==> config.mk <==
export PLATFORM = sky130hd
export DESIGN_NAME = spi_cfg_loader
export DESIGN_NICKNAME = d
export VERILOG_FILES = /design/src/rtl/cfgld_pkg.sv /design/src/rtl/cfgld_sync.sv /design/src/rtl/cfgld_timer.sv /design/src/rtl/cfgld_shift.sv /design/src/rtl/spi_cfg_loader.sv
export SDC_FILE = /design/constraint.sdc
export NUM_CORES = 1
export LEC_CHECK = 0
export CAP_MARGIN = 25
export CORE_MARGIN = 5
export CORE_UTILIZATION = 44
export CTS_CLUSTER_SIZE = 10
export DETAILED_ROUTE_END_ITERATION = 6
export DONT_BUFFER_PORTS = 1
export PLACE_DENSITY = 0.68
export SYNTH_ARGS = -nofsm -noshare
export SYNTH_HDL_FRONTEND = slang
export SYNTH_SLANG_ARGS = --single-unit
export TNS_END_PERCENT = 100
==> constraint.sdc <==
create_clock -name clk -period 3 [get_ports clk]
set_input_delay 0.45 -clock clk [delete_from_list [all_inputs] [get_ports clk]]
set_output_delay 0.45 -clock clk [all_outputs]
set_load 0.01 [all_outputs]
==> src/rtl/cfgld_pkg.sv <==
package cfgld_pkg;

  typedef enum logic [3:0] {
    ST_IDLE,
    ST_HOLD,
    ST_CHKRST,
    ST_HKEEP,
    ST_GAP,
    ST_XFER,
    ST_CHKDONE,
    ST_ACT
  } ld_state_e;

  typedef enum logic [1:0] {
    CODE_NONE    = 2'd0,
    CODE_RESET   = 2'd1,
    CODE_NOTDONE = 2'd2,
    CODE_PARTIAL = 2'd3
  } ld_code_e;

  localparam int unsigned SCK_MIN_HZ = 1_000_000;
  localparam int unsigned SCK_MAX_HZ = 25_000_000;

endpackage

==> src/rtl/cfgld_sync.sv <==
module cfgld_sync #(
  parameter int unsigned STAGES = 2
) (
  input  logic clk,
  input  logic rst_n,
  input  logic async_i,
  output logic sync_o
);
  logic [STAGES-1:0] chain_q;

  generate
    for (genvar g = 0; g < STAGES; g++) begin : g_stage
      if (g == 0) begin : g_first
        always_ff @(posedge clk or negedge rst_n) begin
          if (!rst_n) chain_q[0] <= 1'b0;
          else        chain_q[0] <= async_i;
        end
      end else begin : g_next
        always_ff @(posedge clk or negedge rst_n) begin
          if (!rst_n) chain_q[g] <= 1'b0;
          else        chain_q[g] <= chain_q[g-1];
        end
      end
    end
  endgenerate

  assign sync_o = chain_q[STAGES-1];
endmodule

==> src/rtl/cfgld_timer.sv <==
module cfgld_timer #(
  parameter int unsigned W = 17
) (
  input  logic         clk,
  input  logic         rst_n,
  input  logic         load_i,
  input  logic [W-1:0] value_i,
  output logic         expired_o
);
  logic [W-1:0] cnt_q, cnt_d;

  always_comb begin
    cnt_d = cnt_q;
    if (load_i)            cnt_d = value_i;
    else if (cnt_q != '0)  cnt_d = cnt_q - 1'b1;
  end

  always_ff @(posedge clk or negedge rst_n) begin
    if (!rst_n) cnt_q <= '0;
    else        cnt_q <= cnt_d;
  end

  assign expired_o = (cnt_q == '0);

  // a loaded count never grows without a new load
  a_r1_timer_down: assert property (@(posedge clk) disable iff (!rst_n)
    (!load_i && cnt_q != '0) |=> (cnt_q == $past(cnt_q) - 1'b1));
endmodule

==> src/rtl/cfgld_shift.sv <==
module cfgld_shift #(
  parameter int unsigned HALF_DIV = 2
) (
  input  logic       clk,
  input  logic       rst_n,
  input  logic       load_i,
  input  logic [7:0] data_i,
  output logic       idle_o,
  output logic       sck_o,
  output logic       mosi_o
);
  localparam int unsigned DW = (HALF_DIV > 1) ? $clog2(HALF_DIV) : 1;
  localparam logic [DW-1:0] DIV_LAST = DW'(HALF_DIV - 1);

  logic [7:0]    sh_q, sh_d;
  logic [3:0]    bits_q, bits_d;
  logic [DW-1:0] div_q, div_d;
  logic          sck_q, sck_d;

  always_comb begin
    sh_d   = sh_q;
    bits_d = bits_q;
    div_d  = div_q;
    sck_d  = sck_q;
    if (bits_q == 4'd0) begin
      if (load_i) begin
        sh_d   = data_i;
        bits_d = 4'd8;
        div_d  = '0;
        sck_d  = 1'b0;
      end
    end else if (div_q == DIV_LAST) begin
      div_d = '0;
      if (!sck_q) begin
        sck_d = 1'b1;
      end else begin
        sck_d  = 1'b0;
        sh_d   = {sh_q[6:0], 1'b0};
        bits_d = bits_q - 4'd1;
      end
    end else begin
      div_d = div_q + 1'b1;
    end
  end

  always_ff @(posedge clk or negedge rst_n) begin
    if (!rst_n) begin
      sh_q   <= '0;
      bits_q <= '0;
      div_q  <= '0;
      sck_q  <= 1'b0;
    end else begin
      sh_q   <= sh_d;
      bits_q <= bits_d;
      div_q  <= div_d;
      sck_q  <= sck_d;
    end
  end

  assign idle_o = (bits_q == 4'd0);
  assign sck_o  = sck_q;
  assign mosi_o = sh_q[7];

  // data holds steady across every rising serial clock edge
  a_r4_mosi_stable: assert property (@(posedge clk) disable iff (!rst_n)
    $rose(sck_o) |-> $stable(mosi_o));
  // clock rests low whenever no byte is in flight
  a_r4_sck_idle_low: assert property (@(posedge clk) disable iff (!rst_n)
    idle_o |-> !sck_o);
endmodule

==> src/rtl/spi_cfg_loader.sv <==
module spi_cfg_loader
  import cfgld_pkg::*;
#(
  parameter int unsigned CLK_HZ       = 100_000_000,
  parameter int unsigned SCK_HALF_DIV = 2,
  parameter int unsigned RST_HOLD_NS  = 1000,
  parameter int unsigned HOUSE_US     = 1200,
  parameter int unsigned ACT_BYTES    = 7,
  parameter int unsigned SETTLE_CYC   = 4
) (
  input  logic       clk,
  input  logic       rst_n,
  input  logic       start_i,
  input  logic       partial_i,
  input  logic       s_valid_i,
  input  logic [7:0] s_data_i,
  input  logic       s_last_i,
  output logic       s_ready_o,
  output logic       cfg_rst_n_o,
  output logic       cfg_cs_n_o,
  output logic       cfg_sck_o,
  output logic       cfg_mosi_o,
  input  logic       cfg_done_i,
  output logic       busy_o,
  output logic       ok_o,
  output logic       err_o,
  output logic [1:0] err_code_o
);
  localparam longint RST_CYC_L = (longint'(CLK_HZ) * longint'(RST_HOLD_NS)
                                  + 64'sd999_999_999) / 64'sd1_000_000_000;
  localparam longint HK_CYC_L  = (longint'(CLK_HZ) / 64'sd1_000_000) * longint'(HOUSE_US);
  localparam int unsigned RST_CYC = int'(RST_CYC_L);
  localparam int unsigned HK_CYC  = int'(HK_CYC_L);
  localparam int unsigned SCK_HZ  = CLK_HZ / (2 * SCK_HALF_DIV);
  localparam int unsigned TMR_MAX = (HK_CYC > RST_CYC) ?
                                    ((HK_CYC > SETTLE_CYC) ? HK_CYC : SETTLE_CYC) :
                                    ((RST_CYC > SETTLE_CYC) ? RST_CYC : SETTLE_CYC);
  localparam int unsigned TMR_W   = $clog2(TMR_MAX + 1);
  localparam int unsigned ACT_W   = $clog2(ACT_BYTES + 1);

  generate
    if (SCK_HZ < SCK_MIN_HZ || SCK_HZ > SCK_MAX_HZ) begin : g_bad_sck
      $error("serial clock rate outside permitted range");
    end
  endgenerate

  ld_state_e        state_q, state_d;
  logic [ACT_W-1:0] act_q, act_d;
  logic             last_q, last_d;
  logic             ok_q, ok_d;
  logic             err_q, err_d;
  ld_code_e         code_q, code_d;
  logic             rstn_q, rstn_d;
  logic             csn_q, csn_d;

  logic             tmr_load;
  logic [TMR_W-1:0] tmr_val;
  logic             tmr_exp;
  logic             shf_load;
  logic [7:0]       shf_byte;
  logic             shf_idle;
  logic             done_s;

  cfgld_sync #(.STAGES(2)) u_sync (
    .clk(clk), .rst_n(rst_n), .async_i(cfg_done_i), .sync_o(done_s)
  );

  cfgld_timer #(.W(TMR_W)) u_timer (
    .clk(clk), .rst_n(rst_n), .load_i(tmr_load), .value_i(tmr_val),
    .expired_o(tmr_exp)
  );

  cfgld_shift #(.HALF_DIV(SCK_HALF_DIV)) u_shift (
    .clk(clk), .rst_n(rst_n), .load_i(shf_load), .data_i(shf_byte),
    .idle_o(shf_idle), .sck_o(cfg_sck_o), .mosi_o(cfg_mosi_o)
  );

  always_comb begin
    state_d  = state_q;
    act_d    = act_q;
    last_d   = last_q;
    code_d   = code_q;
    ok_d     = 1'b0;
    err_d    = 1'b0;
    tmr_load = 1'b0;
    tmr_val  = '0;
    shf_load = 1'b0;
    shf_byte = 8'h00;
    unique case (state_q)
      ST_IDLE: begin
        if (start_i) begin
          if (partial_i) begin
            err_d  = 1'b1;
            code_d = CODE_PARTIAL;
          end else begin
            state_d  = ST_HOLD;
            code_d   = CODE_NONE;
            tmr_load = 1'b1;
            tmr_val  = TMR_W'(RST_CYC);
          end
        end
      end
      ST_HOLD: begin
        if (tmr_exp) begin
          state_d  = ST_CHKRST;
          tmr_load = 1'b1;
          tmr_val  = TMR_W'(SETTLE_CYC);
        end
      end
      ST_CHKRST: begin
        if (tmr_exp) begin
          if (done_s) begin
            state_d = ST_IDLE;
            err_d   = 1'b1;
            code_d  = CODE_RESET;
          end else begin
            state_d  = ST_HKEEP;
            tmr_load = 1'b1;
            tmr_val  = TMR_W'(HK_CYC);
          end
        end
      end
      ST_HKEEP: begin
        if (tmr_exp) state_d = ST_GAP;
      end
      ST_GAP: begin
        state_d = ST_XFER;
        last_d  = 1'b0;
      end
      ST_XFER: begin
        if (shf_idle) begin
          if (last_q) begin
            state_d  = ST_CHKDONE;
            tmr_load = 1'b1;
            tmr_val  = TMR_W'(SETTLE_CYC);
          end else if (s_valid_i) begin
            shf_load = 1'b1;
            shf_byte = s_data_i;
            last_d   = s_last_i;
          end
        end
      end
      ST_CHKDONE: begin
        if (tmr_exp) begin
          if (done_s) begin
            state_d = ST_ACT;
            act_d   = ACT_W'(ACT_BYTES);
          end else begin
            state_d = ST_IDLE;
            err_d   = 1'b1;
            code_d  = CODE_NOTDONE;
          end
        end
      end
      ST_ACT: begin
        if (shf_idle) begin
          if (act_q == '0) begin
            state_d = ST_IDLE;
            ok_d    = 1'b1;
          end else begin
            shf_load = 1'b1;
            act_d    = act_q - 1'b1;
          end
        end
      end
      default: state_d = ST_IDLE;
    endcase
    rstn_d = (state_d != ST_HOLD);
    csn_d  = !(state_d inside {ST_HOLD, ST_CHKRST, ST_HKEEP, ST_XFER,
                               ST_CHKDONE, ST_ACT});
  end

  always_ff @(posedge clk or negedge rst_n) begin
    if (!rst_n) begin
      state_q <= ST_IDLE;
      act_q   <= '0;
      last_q  <= 1'b0;
      ok_q    <= 1'b0;
      err_q   <= 1'b0;
      code_q  <= CODE_NONE;
      rstn_q  <= 1'b1;
      csn_q   <= 1'b1;
    end else begin
      state_q <= state_d;
      act_q   <= act_d;
      last_q  <= last_d;
      ok_q    <= ok_d;
      err_q   <= err_d;
      code_q  <= code_d;
      rstn_q  <= rstn_d;
      csn_q   <= csn_d;
    end
  end

  assign s_ready_o   = (state_q == ST_XFER) && shf_idle && !last_q;
  assign cfg_rst_n_o = rstn_q;
  assign cfg_cs_n_o  = csn_q;
  assign busy_o      = (state_q != ST_IDLE);
  assign ok_o        = ok_q;
  assign err_o       = err_q;
  assign err_code_o  = code_q;

  // target reset only while selected
  a_r1_rst_under_cs: assert property (@(posedge clk) disable iff (!rst_n)
    !cfg_rst_n_o |-> !cfg_cs_n_o);
  // every serial clock pulse falls inside a selected window
  a_r5_sck_selected: assert property (@(posedge clk) disable iff (!rst_n)
    cfg_sck_o |-> !cfg_cs_n_o);
  // success and failure never reported together
  a_r7_ok_err_excl: assert property (@(posedge clk) disable iff (!rst_n)
    !(ok_o && err_o));
  // a refused partial request leaves the pins released and the block idle
  a_r8_partial_quiet: assert property (@(posedge clk) disable iff (!rst_n)
    (err_o && err_code_o == 2'd3) |-> (!busy_o && cfg_cs_n_o && cfg_rst_n_o));
  // idle means all target pins released
  a_r9_idle_released: assert property (@(posedge clk) disable iff (!rst_n)
    !busy_o |-> (cfg_cs_n_o && cfg_rst_n_o && !cfg_sck_o));
  // after a not-done error the serial clock is quiet
  a_r6_notdone_quiet: assert property (@(posedge clk) disable iff (!rst_n)
    (err_o && err_code_o == 2'd2) |-> !cfg_sck_o);
endmodule

==> results.yml, run 1 <==
min_path:
  hold_start: "cfg_done_i"
  holdCritPathClass: "in -> reg"
  hold_path_end: "u_sync.chain_q[0]$_DFF_PN0_"
  hold-path-cell-count: 0
sta:
  setup_viol: 0
  maxSlewHeadroom: 0.3180
  period_needed_ns: 2.631
  tightest_slew_ns: 1.018
  fin_setup_tns_ns: 0
  rsz0062_at_grt: "false"
  fin_crit_sh: 0.8770
  drv_slew: 0
  fmax_mhz: 380.1
  finalHoldViolations: 0
  fin_worst_skew_ns: 0.009849
grt:
  antenna_found_initial: 0
  grt_first_pass_wirelength_um: 9294
  grt_start_max_net_pins: 48
  grt_pass1_vias: 1911
  grt_usage: 0.1605
  grt.overflow.total: 0
worst_setup_path:
  critPathSlowestCell: "or4_1"
  r2r_setup_slack_ns: 0.38
  startpoint_type: "register"
  crit_start: "u_shift.bits_q[0]$_DFFE_PN0P_"
  r2r-end: "u_shift.bits_q[2]$_DFFE_PN0P_"
  critPathArrivalTime_ns: 2.18
  critical_path_class: "reg -> out"
  worstPathCellList: "or4_1 -> buf_4 -> nor3_1"
  reg2reg_depth: 5
  max_stage_delay_ns: 0.75
  reg2reg_from: "u_shift.bits_q[0]$_DFFE_PN0P_"
  end_kind: "output port"
  path_max_fanout: 11
  required_ns: 2.55
floorplan:
  io-pin-count: 25
  row_count: 27
  initial_core_util: 0.4519
  die_h_um: 85.21
  dieWidth_um: 85.21
  core-area_um2: 5507
  die_area_um2: 7260
finish:
  instances_no_fill: 345
  final_cell_mix: "45 x dfrtp_1, 32 x nor2_1, 23 x nand2_1"
  area_delta_synth_final_pct: 9.502
  multiInputGateArea_um2: 1234
  drive_gt1_frac: 0.1026
  nNetsFinal: 291
  antenna-diode-count: 0
  utilization: 0.4949
  ff_latch_area_um2: 1179
  final_common_cell: "dfrtp_1"
  n_fill_cell: 532
clock_tree:
  cts_inserted_buffers: 5
  cts-resized-gates: 0
  cts-root-buf: "clkbuf_8"
  cts_tree: "built"
  clock-sinks: 47
  clkLatencyLatePin_ns: 0.31
  clkTransAtPathRegs_ns: 0.09
  h-tree-depth: 2
  cts_max_path_buffers: 2
drt:
  dr.first_iter.drc_count: 145
  dr.pass1.iters: 4
  dr_total_vias: 2020
  post_drt_wl_per_cell_um: 15.79
  ant_nets: 0
  drc: 0
  viasPerCell: 5.855
  routed_wl_um: 5448
logic_synthesis:
  syn_inst: 265
  ys_types: 52
  ys.flop_type: "dfrtp_1"
  synth_edf_count: 0
  yosysWarningCount: 0
  synth_fp_nets: 284
  synth-async-reset-ratio: 1.000
  synth-seq-cells: 47
  syn_area_per_cell_um2: 9.391
  syn_area_um2: 2489
  yosysSeqAreaShare: 0.4736
status:
  outcome: "finished, final reports clean"
power_and_ir_drop:
  fin_total_pwr_uw: 1831
  total_leakage_power_uw: 0.001192
  vdd_ir_drop_max_mv: 0.4908
  power-per-cell-area_nw_per_um2: 671.9
placed_design:
  io_buffers: 0
  gp_congestion: 0.7966
  dp_cells: 335
  dp_hpwl_um: 3951
flow_run:
  cap_violations: 0
## final cells by class
type,instances,area share
Clock inverter,2,0.005969
Tap cell,72,0.03306
Clock buffer,6,0.03030
Inverter,11,0.01515
Sequential cell,47,0.4325
Timing Repair Buffer,8,0.03030
Multi-Input combinational cell,199,0.4527
## what timing repair did
item | in CTS | in global routing
endpoints found under the hold margin | 47 | 0
hold buffers | 2 | 0
buffers inserted | 0 | 0
## cells in the mapped netlist (2+ instances only)
master     count  area share
nor3_1        12       0.024
nand3b_1       3      0.0090
dfrtp_1       45        0.45
or4_1          3      0.0090
nand2b_1       7       0.018
xnor2_1        5       0.018
nor3b_1        2      0.0060
nand2_1       23       0.035
nor4_1         7       0.018
o31ai_1        3      0.0090
ha_1           4       0.020
clkbuf_1       6      0.0090
dfstp_2        2       0.021
a2bb2oi_1      2      0.0070
o211ai_1       2      0.0060
nor4_2         3       0.015
a21oi_1       10       0.020
mux2i_1        2      0.0080
xor2_1         7       0.025
nor2b_1        4       0.010
a31oi_1        2      0.0050
o41ai_1        2      0.0070
and2_1         3      0.0075
o21ai_0       16       0.032
a31o_2         2      0.0070
inv_1         11       0.017
nand3_1        7       0.014
nor2_1        32       0.048
o21a_1         2      0.0060
and3_1         4       0.010
a221oi_1       7       0.025
nand4_1        5       0.013
## worst max-delay path by stage
| stage | to | slack, ns |
|---|---|---|
| 2_1_floorplan | u_shift.bits_q[2]$_DFFE_PN0P_ | 0.89 |
| 3_3_place_gp | u_shift.bits_q[2]$_DFFE_PN0P_ | 0.49 |
| 3_5_place_dp | u_shift.bits_q[2]$_DFFE_PN0P_ | 0.41 |
| 4_1_cts | s_ready_o | 0.36 |
| 5_1_grt | cfg_cs_n_o$_DFF_PN1_ | 0.21 |
| 6_report | s_ready_o | 0.37 |
## where the power goes
group          switching, uW  leakage [uW]  internal [uW]
registers                140      0.000617            750
logic                    293      0.000527            239
clock network            221     0.0000474            188
total                    654       0.00119           1180
## flip-flops by register name (all words and copies together) (netlist names), 2 cells and up
register        flops
err_code_o          2
u_shift.bits_q      4
state_q             4
u_timer.cnt_q      17
act_q               3
u_shift.sh_q        8
## layer usage
layer	global-route usage	routed length [um]	vias to the layer above
li1	-	-	973
met1	0.2299	2612	972
met2	0.2316	2359	65
met3	0.03883	366	10
met4	0.06475	110	0
met5	0	0	-
## kinds of logic (layout without fill, tap and decap cells)
| logic type | Yosys count | count (layout) | synth area share |
|---|---|---|---|
| flip-flops | 47 | 47 | 0.4736 |
| XOR/XNOR | 12 | 12 | 0.04223 |
| AND/OR/NAND/NOR | 121 | 121 | 0.2549 |
| other | 1 | 1 | 0.001507 |
| multiplexers | 3 | 3 | 0.01257 |
| AO/OA/AOI/OAI | 58 | 58 | 0.1644 |
| adder cells (fa/ha/maj) | 4 | 4 | 0.02011 |
| buffers and inverters | 19 | 27 | 0.03067 |
## worst max-delay path, delay by kind of cell, from the launching register on
| family | cells | cell delay (ns) |
|---|---|---|
| simple gates | 2 | 1.16 |
| flops | 1 | 0.45 |
| buf+inv | 1 | 0.26 |
## stage by stage
stage | worst slack (ns) | hold slack (ns) | cell area [um2]
final | 0.3690 | 0.1582 | 2725
after global routing | 0.2081 | 0.1365 | 2725
after CTS | 0.3623 | 0.1479 | 2725
after detailed placement | 0.4109 | 0.1556 | 2589
after global placement | 0.4881 | 0.1560 | 2589
after floorplan | 0.8937 | 0.1544 | 2489
(Power assumes the default switching activity.)
==> inputs of run 2 (changes only) <==
--- a/config.mk
+++ b/config.mk
@@ -5,6 +5,7 @@
 export SDC_FILE = /design/constraint.sdc
 export NUM_CORES = 1
 export LEC_CHECK = 0
+export ABC_AREA = 1
 export CAP_MARGIN = 25
 export CORE_MARGIN = 5
 export CORE_UTILIZATION = 44
==> results.yml, run 2 <==
status:
  outcome: "finished, final reports clean"
finish:
  final_cell_mix: "80 x nand2_1, 45 x nor2_1, 45 x dfrtp_1"
  final_common_cell: "nand2_1"
  antenna-diode-count: 0
  n_fill_cell: 576
  nNetsFinal: 364
  top_register: "u_timer.cnt_q"
  drive_gt1_frac: 0.1821
  instances_no_fill: 421
  largest_reg_flops: 17
  reg.largest.list: "u_timer.cnt_q (17), u_shift.sh_q (8)"
  final_design_area_no_fill_um2: 2939
  area_delta_synth_final_pct: 8.050
logic_synthesis:
  synth_mux_area_frac: 0
  synth_compound_area_frac: 0.1122
  syn_inst: 341
  synth-adder-area-share: 0.01840
  synth_top_area_frac: 0.4140
  synth-seq-cells: 47
  synth_fp_nets: 360
  synth-async-reset-ratio: 1.000
  synth_commonest_cells: "80 x nand2_1, 45 x dfrtp_1, 45 x nor2_1"
  synth_top_family_by_area: "simple AND/OR/NAND/NOR gates"
  yosysMostFrequentCell: "nand2_1"
  synthSimpleGateAreaFrac: 0.3280
  yosysSeqAreaShare: 0.4333
  synth_edf_count: 0
  yosysWarningCount: 0
  synthTopCellsByArea: "dfrtp_1 41%, nand2_1 11%, nor2_1 6.2%, inv_1 4.3%, o21ai_2 3.9%"
  ys_types: 35
  ys.flop_type: "dfrtp_1"
  synth_top_cell_by_area: "dfrtp_1"
  syn_area_um2: 2720
  synth_xor_area_frac: 0.03220
  syn_area_per_cell_um2: 7.977
power_and_ir_drop:
  power-per-cell-area_nw_per_um2: 727.7
  fin_total_pwr_uw: 2139
  total_leakage_power_uw: 0.001477
  vdd_ir_drop_max_mv: 0.3760
sta:
  whs_ns: 0.1803
  tightest_slew_ns: 0.5562
  fmax_mhz: 441.1
  finalHoldViolations: 0
  fin_crit_sh: 0.7558
  setup_viol: 0
  fin_setup_tns_ns: 0
  fin_worst_skew_ns: 0.01162
  period_needed_ns: 2.267
  drv_slew: 0
  maxSlewHeadroom: 0.6283
  rsz0062_at_grt: "false"
grt:
  grt_start_max_net_pins: 48
  grt.overflow.total: 0
  grt_pass1_vias: 2091
  grt_first_pass_wirelength_um: 9363
  grt_usage: 0.1512
  antenna_found_initial: 0
placed_design:
  gp_congestion: 0.8677
  dp_cells: 411
  io_buffers: 0
  place_area_um2: 2765
  dp_hpwl_um: 3866
floorplan:
  die_area_um2: 7854
  row_count: 28
  core-area_um2: 5956
  dieWidth_um: 88.63
  initial_core_util: 0.4567
  io-pin-count: 25
  die_h_um: 88.63
worst_setup_path:
  reg2reg_from: "u_shift.bits_q[0]$_DFFE_PN0P_"
  end_kind: "output port"
  max_stage_delay_ns: 0.51
  path_max_fanout: 16
  startpoint_type: "register"
  worstPathCellList: "nor2_2 -> nand2_1 -> nor3_1"
  crit_start: "u_shift.bits_q[0]$_DFFE_PN0P_"
  critPathSlowestCell: "nor3_1"
  critical_path_class: "reg -> out"
  critPathArrivalTime_ns: 1.82
  required_ns: 2.55
min_path:
  hold_start: "cfg_done_i"
  holdCritPathClass: "in -> reg"
drt:
  drc: 0
  routed_wl_um: 5421
  viasPerCell: 5.062
  post_drt_wl_per_cell_um: 12.88
  dr.first_iter.drc_count: 131
  dr_total_vias: 2131
  dr.pass1.iters: 4
  ant_nets: 0
clock_tree:
  cts_inserted_buffers: 5
  clkTransAtPathRegs_ns: 0.09
  cts-resized-gates: 0
  post_cts_buffers: 0
  cts_max_path_buffers: 2
  clkLatencyLatePin_ns: 0.30
  cts_tree: "built"
  h-tree-depth: 2
  clock-sinks: 47
  cts-root-buf: "clkbuf_8"
flow_run:
  cap_violations: 0
-- run 2: cell count changes after synthesis, sizes merged, moves of 4 or more --
cell    change
o21ai       +5
inv        +28
nor4       -10
nor3        -4
a221oi      -7
and3        -4
nand3      +14
clkbuf      -5
nor2b       -4
nor2       +27
nand2      +66
nand2b      -7
a22oi       +7
-- run 2: layout make-up --
type | count | area [um2] | area share
repair buffers | 2 | 37.54 | 0.01277
clock buffers | 5 | 68.82 | 0.02341
flip-flops and latches | 47 | 1179 | 0.4010
multi-input cells | 248 | 1339 | 0.4555
well taps | 75 | 93.84 | 0.03193
inverters | 41 | 153.9 | 0.05236
clock inverters | 3 | 67.56 | 0.02299
-- run 2: critical path, delay by kind of cell (launching register included) --
kind | cells | cell delay (ns)
DFF | 1 | 0.45
and+or+nand+nor | 3 | 1.06
-- run 2: final timing paths --
path	slack (ns)	depth (start not counted)	to
worst max register to register	0.92	8	u_shift.sh_q[7]$_DFFE_PN0P_
worst min-delay path	0.18	0	u_sync.chain_q[0]$_DFF_PN0_
min in group asynchronous	0.67	2	u_timer.cnt_q[8]$_DFFE_PN0P_
worst min register to register	0.35	0	u_sync.sync_o$_DFF_PN0_
max in group asynchronous	2.05	2	cfg_cs_n_o$_DFF_PN1_
worst max-delay path	0.73	3	s_ready_o
-- run 2: what timing repair did --
item / 4_1_cts / 5_1_grt
endpoints found under the hold margin: 47 / 0
setup endpoints to repair: 0 / 0
hold buffers: 2 / 0
-- run 2: cell families (layout without fill, tap and decap cells) --
family / Yosys count / after routing
adder cells (fa/ha/maj): 4 / 4
other: 1 / 1
flip-flops: 47 / 47
AO/OA/AOI/OAI: 46 / 46
XOR/XNOR: 10 / 10
AND/OR/NAND/NOR: 187 / 187
buffers and inverters: 46 / 51
-- run 2: per-stage QoR --
step	setup WS, ns	utilization
2_1_floorplan	1.297	-
3_3_place_gp	1.039	0.4643
3_5_place_dp	0.9500	0.4643
4_1_cts	0.7230	0.4935
5_1_grt	0.5531	0.4935
6_report	0.7327	0.4935
-- run 2: power breakdown --
group | internal [uW] | switching (uW)
Sequential | 746 | 109
Combinational | 275 | 459
Clock | 332 | 218
Total | 1350 | 786
-- run 2: metal layers --
layer,up-vias,track usage,share of wire
met5,-,0,0
met4,0,0.05082,0.0098
met3,6,0.04376,0.045
met2,37,0.2449,0.48
met1,989,0.1940,0.47
li1,1099,-,-
==> inputs of run 3 (changes only) <==
--- a/config.mk
+++ b/config.mk
@@ -12,7 +12,7 @@
 export CTS_CLUSTER_SIZE = 10
 export DETAILED_ROUTE_END_ITERATION = 6
 export DONT_BUFFER_PORTS = 1
-export PLACE_DENSITY = 0.68
+export PLACE_DENSITY = 0.7
 export SYNTH_ARGS = -nofsm -noshare
 export SYNTH_HDL_FRONTEND = slang
 export SYNTH_SLANG_ARGS = --single-unit
==> constraint.sdc (replaced) <==
create_clock -name clk -period 1.9 [get_ports clk]
set_input_delay 0.285 -clock clk [delete_from_list [all_inputs] [get_ports clk]]
set_output_delay 0.285 -clock clk [all_outputs]
set_load 0.01 [all_outputs]
==> results.yml, run 3 (synthesis gave the netlist of run 2 again) <==
finish:
  final_common_cell: "nand2_1"
  top_register: "u_timer.cnt_q"
  n_fill_cell: 572
  antenna-diode-count: 0
  nNetsFinal: 373
  instances_no_fill: 430
  utilization: 0.5130
  area_delta_synth_final_pct: 12.33
  drive_gt1_frac: 0.2254
  reg.largest.list: "u_timer.cnt_q (17), u_shift.sh_q (8)"
  largest_reg_flops: 17
  final_cell_mix: "77 x nand2_1, 45 x dfrtp_1, 44 x nor2_1"
  final_design_area_no_fill_um2: 3055
power_and_ir_drop:
  vdd_ir_drop_max_mv: 0.4161
  total_leakage_power_uw: 0.001516
  fin_total_pwr_uw: 3409
  power-per-cell-area_nw_per_um2: 1116
placed_design:
  dp_hpwl_um: 4043
  gp_congestion: 0.8742
  place_area_um2: 2803
  dp_cells: 416
  io_buffers: 0
  dp_slack_ns: 0.07357
drt:
  ant_nets: 0
  dr.pass1.iters: 4
  dr_total_vias: 2199
  viasPerCell: 5.114
  dr.first_iter.drc_count: 126
  drc: 0
  post_drt_wl_per_cell_um: 12.64
  routed_wl_um: 5434
worst_setup_path:
  end_kind: "register"
  critPathArrivalTime_ns: 1.97
  r2r_setup_slack_ns: 0.17
  path_max_fanout: 7
  required_ns: 2.14
  critical_path_class: "reg -> reg"
  startpoint_type: "register"
sta:
  fin_worst_skew_ns: 0.01080
  fin_crit_sh: 0.9110
  worst_slack_ns: 0.1691
  drv_slew: 0
  period_needed_ns: 1.731
  setup_viol: 0
  finalHoldViolations: 0
  fmax_mhz: 577.7
clock_tree:
  cts_max_path_buffers: 2
  cts_inserted_buffers: 5
  clkLatencyLatePin_ns: 0.30
  clkTransAtPathRegs_ns: 0.09
  cts_tree: "built"
  clock-sinks: 47
  cts-root-buf: "clkbuf_8"
  h-tree-depth: 2
grt:
  antenna_found_initial: 0
  grt_usage: 0.1574
  grt_start_max_net_pins: 48
  grt_first_pass_wirelength_um: 9604
  grt.overflow.total: 0
  grt_pass1_vias: 2075
floorplan:
  dieWidth_um: 88.63
  die_area_um2: 7854
  initial_core_util: 0.4567
  io-pin-count: 25
  core-area_um2: 5956
  die_h_um: 88.63
  row_count: 28
min_path:
  holdCritPathClass: "in -> reg"
flow_run:
  cap_violations: 0
status:
  outcome: "finished, final reports clean"
[run 3: layer usage]
| layer | GRT usage | vias to the layer above | part of all wire | routed length (um) |
|---|---|---|---|---|
| met5 | 0 | - | 0 | 0 |
| met4 | 0.06181 | 0 | 0.019 | 104 |
| met3 | 0.04469 | 10 | 0.060 | 327 |
| met2 | 0.2470 | 38 | 0.49 | 2640 |
| met1 | 0.2055 | 1034 | 0.43 | 2362 |
| li1 | - | 1117 | - | - |
[run 3: worst max-delay path, stage by stage (launching register included)]
cell,delay [ns]
dfrtp_1,0.40
inv_2,0.11
ha_4,0.14
inv_1,0.03
nor2_1,0.07
nand2_1,0.09
nor2_4,0.19
nand2_4,0.13
o21ai_4,0.21
nand2_2,0.08
nand2_1,0.08
nand2_2,0.07
nor2_2,0.07
[run 3: layout make-up]
class | instances | area [um2] | share of cell area
clock buffer | 6 | 82.58 | 0.02703
timing repair buffer | 11 | 107.6 | 0.03522
multi-input combinational | 248 | 1399 | 0.4578
clock inverter | 2 | 35.03 | 0.01147
inverter | 41 | 158.9 | 0.05201
sequential | 47 | 1179 | 0.3857
tap | 75 | 93.84 | 0.03071
[run 3: worst paths after layout]
| check | startpoint | to | cells after the start |
|---|---|---|---|
| max in group asynchronous | rst_n | cfg_cs_n_o$_DFF_PN1_ | 2 |
| setup reg to reg | u_timer.cnt_q[0]$_DFFE_PN0P_ | cfg_cs_n_o$_DFF_PN1_ | 12 |
| hold reg to reg | u_sync.chain_q[0]$_DFF_PN0_ | u_sync.sync_o$_DFF_PN0_ | 0 |
| setup / recovery | u_timer.cnt_q[0]$_DFFE_PN0P_ | cfg_cs_n_o$_DFF_PN1_ | 12 |
| min in group asynchronous | rst_n | u_timer.cnt_q[4]$_DFFE_PN0P_ | 2 |
| hold / removal | s_data_i[0] | u_shift.sh_q[0]$_DFFE_PN0P_ | 2 |
[run 3: timing repair]
action	4_1_cts	5_1_grt
setup endpoints to repair	0	30
setup buffers	0	3
hold buffers	3	0
gates resized for setup	0	16
endpoints found under the hold margin	48	0
[run 3: power by group]
part	internal [uW]	switching, uW
Sequential	1180	189
Clock	426	342
Combinational	492	783
[run 3: stage by stage]
stage / hold slack [ns] / TNS [ns]
after floorplan: -0.01059 / 0
after global placement: -0.008833 / 0
after detailed placement: -0.008601 / 0
after CTS: 0.08370 / 0
after global routing: 0.1176 / -0.04415
final: 0.09729 / 0
